## src/rtl/psr_pkg.sv

```systemverilog
package psr_pkg;
    localparam int PSR_W     = 8;
    localparam int SEL_W     = $clog2(PSR_W);
    localparam int POS_Z     = 0;
    localparam int POS_C     = 1;
    localparam int POS_N     = 2;
    localparam int POS_IE    = 3;
    localparam int GP_LO     = 4;
    localparam int GP_W      = PSR_W - GP_LO;
    localparam int IRQ_N     = 8;
    localparam int IRQ_IDX_W = $clog2(IRQ_N);
endpackage

```

## src/rtl/psr_bits.sv

```systemverilog
module psr_bits
    import psr_pkg::*;
(
    input  logic               clk,
    input  logic               rst,
    input  logic               flag_we,
    input  logic [2:0]         flag_nzc,
    input  logic               bit_cmd_en,
    input  logic [SEL_W-1:0]   bit_sel,
    input  logic               bit_cmd_val,
    input  logic [GP_W-1:0]    ext_set,
    input  logic [GP_W-1:0]    ext_clr,
    input  logic               irq_take,
    input  logic               restore_we,
    input  logic [PSR_W-1:0]   restore_val,
    output logic [PSR_W-1:0]   q
);
    logic [PSR_W-1:0] nxt;

    // Lowest priority first; each later step may override.
    always_comb begin
        nxt = q;
        if (flag_we) begin
            nxt[POS_N] = flag_nzc[2];
            nxt[POS_C] = flag_nzc[1];
            nxt[POS_Z] = flag_nzc[0];
        end
        if (bit_cmd_en) begin
            nxt[bit_sel] = bit_cmd_val;
        end
        if (irq_take) begin
            nxt[POS_IE] = 1'b1;
        end
        for (int k = 0; k < GP_W; k++) begin
            if (ext_set[k]) begin
                nxt[GP_LO+k] = 1'b1;
            end else if (ext_clr[k]) begin
                nxt[GP_LO+k] = 1'b0;
            end
        end
        if (restore_we) begin
            nxt = restore_val;
        end
    end

    always_ff @(posedge clk) begin
        if (rst) begin
            q <= '0;
        end else begin
            q <= nxt;
        end
    end

    p_reset_clear_r1: assert property (@(posedge clk)
        $past(rst) |-> (q == '0));

    p_restore_wins_r6: assert property (@(posedge clk) disable iff (rst)
        (!$past(rst) && $past(restore_we)) |-> (q == $past(restore_val)));

    p_ext_set_wins_r4: assert property (@(posedge clk) disable iff (rst)
        (!$past(rst) && !$past(restore_we))
        |-> ((q[PSR_W-1:GP_LO] & $past(ext_set)) == $past(ext_set)));

    p_ext_clr_r4: assert property (@(posedge clk) disable iff (rst)
        (!$past(rst) && !$past(restore_we))
        |-> ((q[PSR_W-1:GP_LO] & ($past(ext_clr) & ~$past(ext_set))) == '0));

    p_take_sets_ie_r5: assert property (@(posedge clk) disable iff (rst)
        (!$past(rst) && !$past(restore_we) && $past(irq_take)) |-> q[POS_IE]);

    p_idle_hold_r10: assert property (@(posedge clk) disable iff (rst)
        (!$past(rst) && !$past(flag_we) && !$past(bit_cmd_en) && !$past(irq_take)
         && !$past(restore_we) && ($past(ext_set) == '0) && ($past(ext_clr) == '0))
        |-> $stable(q));
endmodule

```

## src/rtl/psr_cond.sv

```systemverilog
module psr_cond
    import psr_pkg::*;
(
    input  logic [PSR_W-1:0] status,
    input  logic [SEL_W-1:0] test_sel,
    input  logic             test_pol,
    output logic             cond
);
    always_comb begin
        cond = (status[test_sel] == test_pol);
    end
endmodule

```

## src/rtl/irq_qual.sv

```systemverilog
module irq_qual
    import psr_pkg::*;
#(
    parameter int N     = IRQ_N,
    localparam int IW   = $clog2(N)
)(
    input  logic         clk,
    input  logic         rst,
    input  logic [N-1:0] lines,
    input  logic         ie,
    output logic         pending,
    output logic [IW-1:0] index
);
    logic [N-1:0] masked;

    generate
        for (genvar g = 0; g < N; g++) begin : g_mask
            if (g == 0) begin : g_nmi
                assign masked[g] = lines[g];
            end else begin : g_maskable
                assign masked[g] = lines[g] & ie;
            end
        end
    endgenerate

    always_comb begin
        index = '0;
        for (int k = N - 1; k >= 0; k--) begin
            if (masked[k]) begin
                index = IW'(k);
            end
        end
        pending = |masked;
    end

    p_line0_bypass_r8: assert property (@(posedge clk) disable iff (rst)
        lines[0] |-> (pending && (index == '0)));

    p_masked_off_r8: assert property (@(posedge clk) disable iff (rst)
        !ie |-> (pending == lines[0]));

    p_none_idle_r9: assert property (@(posedge clk) disable iff (rst)
        !pending |-> (index == '0));

    p_winner_live_r9: assert property (@(posedge clk) disable iff (rst)
        pending |-> lines[index]);
endmodule

```

## src/rtl/status_irq_unit.sv

```systemverilog
module status_irq_unit
    import psr_pkg::*;
(
    input  logic             clk,
    input  logic             rst,
    input  logic             flag_we,
    input  logic [2:0]       flag_nzc,
    input  logic             bit_cmd_en,
    input  logic [2:0]       bit_sel,
    input  logic             bit_cmd_val,
    input  logic [3:0]       ext_set,
    input  logic [3:0]       ext_clr,
    input  logic             irq_take,
    input  logic             restore_we,
    input  logic [7:0]       restore_val,
    input  logic [7:0]       irq_lines,
    input  logic [2:0]       test_sel,
    input  logic             test_pol,
    output logic [7:0]       status_o,
    output logic             cond_o,
    output logic             irq_pending_o,
    output logic [2:0]       irq_index_o
);
    logic [PSR_W-1:0] psr_q;

    psr_bits u_bits (
        .clk         (clk),
        .rst         (rst),
        .flag_we     (flag_we),
        .flag_nzc    (flag_nzc),
        .bit_cmd_en  (bit_cmd_en),
        .bit_sel     (bit_sel),
        .bit_cmd_val (bit_cmd_val),
        .ext_set     (ext_set),
        .ext_clr     (ext_clr),
        .irq_take    (irq_take),
        .restore_we  (restore_we),
        .restore_val (restore_val),
        .q           (psr_q)
    );

    psr_cond u_cond (
        .status   (psr_q),
        .test_sel (test_sel),
        .test_pol (test_pol),
        .cond     (cond_o)
    );

    irq_qual #(.N(IRQ_N)) u_irq (
        .clk     (clk),
        .rst     (rst),
        .lines   (irq_lines),
        .ie      (psr_q[POS_IE]),
        .pending (irq_pending_o),
        .index   (irq_index_o)
    );

    assign status_o = psr_q;

    p_cond_tracks_r7: assert property (@(posedge clk) disable iff (rst)
        (cond_o == (status_o[test_sel] == test_pol)) || $isunknown(test_sel));
endmodule

```

## config.mk

```make
export PLATFORM = sky130hd
export DESIGN_NAME = status_irq_unit
export DESIGN_NICKNAME = d
export VERILOG_FILES = /design/src/rtl/psr_pkg.sv /design/src/rtl/psr_bits.sv /design/src/rtl/psr_cond.sv /design/src/rtl/irq_qual.sv /design/src/rtl/status_irq_unit.sv
export SDC_FILE = /design/constraint.sdc
export NUM_CORES = 1
export LEC_CHECK = 0
export ABC_AREA = 1
export BUFFER_PORTS_ARGS = -buffer_cell sky130_fd_sc_hd__buf_2
export CAP_MARGIN = 30
export CELL_PAD_IN_SITES_DETAIL_PLACEMENT = 0
export CELL_PAD_IN_SITES_GLOBAL_PLACEMENT = 2
export CORE_ASPECT_RATIO = 0.7
export CORE_MARGIN = 4
export CORE_UTILIZATION = 16
export CTS_CLUSTER_DIAMETER = 120
export CTS_CLUSTER_SIZE = 28
export DETAILED_ROUTE_END_ITERATION = 8
export PLACE_DENSITY = 0.85
export SETUP_SLACK_MARGIN = 0.3
export SYNTH_ARGS = -nofsm -noshare
export SYNTH_HDL_FRONTEND = slang
export SYNTH_HIERARCHICAL = 1
export SYNTH_SLANG_ARGS = --single-unit
```

## constraint.sdc

```tcl
create_clock -name clk -period 0.9 [get_ports clk]
set_input_delay 0.135 -clock clk [delete_from_list [all_inputs] [get_ports clk]]
set_output_delay 0.135 -clock clk [all_outputs]
set_load 0.03 [all_outputs]
```

After elaboration in Yosys (flattened, before gate mapping):

Index checks and enable logic that the tools add are counted.

* output and inout bits: 13
* RAM bits: 0
* bits in read-only memories: 0
* memories kept: 0
* logic and storage cells: 49
* bits of input ports: 41
* bits in latches: 0
* flip-flop bits (word level): 8

* equal/unequal tests: 1
* muxes and demuxes: 25
* $lt $le $gt $ge: 3
* add/subtract/negate cells: 0
* bitwise gates (word level): 7
* shifts and indexed selects: 0
* reduce and logical (&&, ||, !) cells: 7
* div/mod/pow operators: 0
* $mul: 0

Operators with widths (count)
* $mux W3: 9
* $mux W8: 2
* $reduce_bool A4 Y1: 4
* $mux W1: 11
* $bwmux W8: 1
* $lt A3 B4 Y1 const B: 2
* $reduce_or A8 Y1: 1
* $and A1 B1 Y1: 7
* $bmux W1 S3: 1
* $demux W1 S3: 1
* $ge A3 B1 Y1 const B: 1
* $reduce_bool A3 Y1: 1
* $eq A1 B1 Y1: 1
* $logic_and A1 B1 Y1: 1

Depth between registers and ports, before layout:

* depth in word-level cells: 9
* mapped depth: 7
* gate-level depth less buffers: 7

By module:

Netlist, hierarchy kept.

Modules (own cells, without submodules)
* psr_bits: cells each 96, times used 1, sequential area each 160.2 um^2, area an instance 544.3 um^2
* psr_cond: cells each 30, times used 1, sequential area each 0.0 um^2, area an instance 131.4 um^2
* irq_qual: cells each 23, times used 1, sequential area each 0.0 um^2, area an instance 102.6 um^2

Least setup slack after synthesis:

OpenSTA, ideal clock, no wires.

* path type: register to output
* from: reg u_bits.q[3]
* to: out irq_index_o[2]
* slack: -788 ps
* buffers on the path: 0
* required time: 765 ps
* arrival: 1553 ps
* cell stages (with the launch flop): 5
* cell sequence: dfxtp_1 > nand2_1 > nand2_1 > nor2_1 > nor3_1

* longest elaborated chain between the ends: 9
* elaborated cells on any way between the ends: 15
* those cells by class: mux (8); bitwise (7)

RTL lines
* start: declaration: RTL line psr_bits.sv:16 `output logic [PSR_W-1:0] q`
* start signal: assignment: RTL line psr_bits.sv:50 `q <= nxt;`
* $and A1 B1 Y1: RTL line irq_qual.sv:21 `assign masked[g] = lines[g] & ie;`
* $mux W3 (6 in a row): RTL line irq_qual.sv:29 `if (masked[k]) begin`
* $mux W3 * (2 in a row): RTL line irq_qual.sv:29
* end: declaration: RTL line status_irq_unit.sv:22 `output logic [2:0] irq_index_o`

Mark *: on every way between the ends. The rest lies on a longest branch, timed or not.

Final worst setup path:

* from: reg u_bits.q[3]
* to: out irq_index_o[1]

Same word-level chain as after synthesis.

==> impl_metrics.yaml <==
timing:
  finalSetupViolations: 15
  final-max-slew-violation-count: 0
  tightest_hold_margin_ps: 165
  tightest_slew_ps: 354
  timing_hold_violations_final: 0
  grt_setup_unrepaired: "yes"
  setup_tns_ps: -2700
  finalWorstSetupSlack_ps: -447
  max_clock_freq_mhz: 742
  layout_min_cycle_time_ps: 1350
  min_period_over_period_pct: 150
  relSlewSlack_pct: 76.2
  clock_skew_ps: 0
cells_and_area:
  final_layout_size_suffix_gt1_share_pct: 56.7
  largest-register: "u_bits/q"
  finish.net_count: 260
  multi_input_comb_area_um2: 628
  reg.largest.list: "u_bits/q (8)"
  layout-area-overhead-vs-synth_pct: 98.7
  final_design_area_excluding_fillers_mm2: 0.00155
  post_layout_util_pct: 34.3
  layout.filler_cells: 510
  fin_cells: 272
  largest_register_ff_count: 8
  ff_latch_area_um2: 190
  number_of_antenna_cells_inserted: 0
logic_synthesis:
  yosys_register_bits: 8
  synth_async_sr_flop_share_pct: 0
  synth_seq_area_share_pct: 20.6
  synthesis.instances: 149
  mappedNetlistNets: 190
  synthFlopType: "dfxtp_1"
  netlist.area_leader.share_pct: 20.6
  synthesis.area_per_instance_um2: 5.22
  synth.top_cells.by_count: "nand2_1, inv_1, nand3_1"
  synth.most_common_cell: "nand2_1"
  yosys_warnings: 6
  synth_area_um2: 778
  synth_unique_cells: 20
  synth_edf_count: 0
  synth.top_cells.by_area: "dfxtp_1, nand2_1, inv_1, nand3_1, nor2_1"
  synth.largest_area_cell: "dfxtp_1"
placed_design:
  numPortBuffers: 53
  place_area_mm2: 0.00126
  routabilityCongestion: 0.720
  hpwlAfterDp_um: 2460
  placed_cell_count: 266
clock_tree:
  cts_root_buf: "clkbuf_8"
  tritoncts: "built"
  post_cts_hold_buffer_count: 0
  max-clock-path-buffers: 2
  cts.clk_slew.worst_paths_ps: 40
  clock_latency_ps: 220
  numClockSinks: 8
  clock_tree.htree_level_count: 1
  numCtsBuffers: 3
die:
  boundary_pins: 54
  die_outline_area_mm2: 0.00606
  die_w_um: 91.4
  die_height_um: 66.4
  floorplan.core_area_mm2: 0.00450
  initial_core_util_pct: 17.3
  core.rowCount: 20
routing:
  postRouteAntennaNets: 0
  drt-vias-per-instance: 3.96
  routed-via-count: 1078
  drt-initial-drc-count: 20
  avgRoutedWirePerCell_um: 10.8
  wirelength_um: 2940
  drc: 0
  drt-pass1-iter-count: 4
status:
  violations_in_the_final_reports: "negative setup slack"
  run_status: "complete, but fails checks"
grt:
  grt_start_max_net_pins: 12
  grt_use_total_pct: 9.99
  grt_pass1_wl_um: 4890
  first_global_vias: 1102
  grt_antenna_before_repair: 0
  grt_overflow: 0
pwr:
  worst_ir_drop_on_vdd_uv: 456
  leakage_nw: 0.822
  power_density_mw_per_mm2: 1030
critical_path:
  critical_path_arrival_ps: 1210
  rrSetupSlack_ps: -50
  worstPathMaxFanout: 6
  cp.required_ps: 760
  criticalPathCategory: "reg -> out"
  end_kind: "output port"
  cp_launch_type: "flip-flop"
worst_hold_path:
  hp-class: "in -> reg"
run:
  cap_violations: 0
==> area by class of cell <==
type | count | area share [%]
repair buffers | 66 | 30.9
flip-flops and latches | 8 | 12.3
multi-input cells | 103 | 40.6
well taps | 55 | 4.45
inverters | 37 | 9.06
clock buffers | 3 | 2.67
==> worst paths after layout <==
path / end / start / cells after the start
setup / recovery: irq_index_o[1] / u_bits/q[3] / 6
hold / removal: u_bits/q[5] / ext_clr[1] / 4
setup reg to reg: u_bits/q[3] / u_bits/q[3] / 6
hold reg to reg: u_bits/q[4] / u_bits/q[4] / 5
==> what timing repair did <==
action	CTS	global route
setup endpoints to repair	21	21
pin swaps	9	2
resized for setup	52	9
buffers inserted	3	0
==> cells by family (layout without fill, tap and decap cells) <==
logic type             count (synthesis)  in the layout  synth area share [%]
AND/OR/NAND/NOR                       83             83                  46.3
buffers and inverters                 38            106                  18.6
AO/OA/AOI/OAI                         20             20                  14.5
flip-flops                             8              8                  20.6
==> placed cells by master, fill, tap and decap left out <==
cell and instances:
o21a_2 1, nand3_2 6, o21ai_2 4, dfxtp_4 8, buf_4 4, nor2_4 1
nor2_2 4, nand2_4 6, o21ai_1 3, buf_6 22, nand3_1 18, a21oi_2 2
inv_2 9, a21oi_4 1, clkinv_1 2, a31oi_4 1, buf_2 40, o21ai_0 4
o21bai_1 2, nand2_1 24, a21oi_1 2, nand2_2 9, nor2_1 14, inv_1 25
clkinv_2 1, clkbuf_8 3, nor3_4 1
==> through the flow <==
stage	power, W	setup slack, ps
floorplan	0.000755	-211
global placement	0.00101	-264
detailed placement	0.00101	-292
CTS	0.00161	-452
global route	0.00172	-517
finish	0.00160	-447
==> critical path, cell delays in order (launching register included) <==
cell and delay [ps]:
dfxtp_4 360, buf_6 140, nand2_4 70, nand2_4 70, a31oi_4 150, nor2_2 50, buf_6 130
==> power breakdown <==
group | internal [W] | total [W] | switching (W)
Sequential | 0.000380 | 0.000406 | 0.0000262
Combinational | 0.000350 | 0.000764 | 0.000414
Clock | 0.000289 | 0.000426 | 0.000136
==> layer usage <==
| layer | share of wire, % | track usage [%] |
|---|---|---|
| met1 | 56 | 14.5 |
| met2 | 38 | 14.5 |
| met3 | 5.6 | 3.41 |
| met4 | 0 | 1.13 |
| met5 | 0 | 0 |
(Power assumes the default switching activity.)
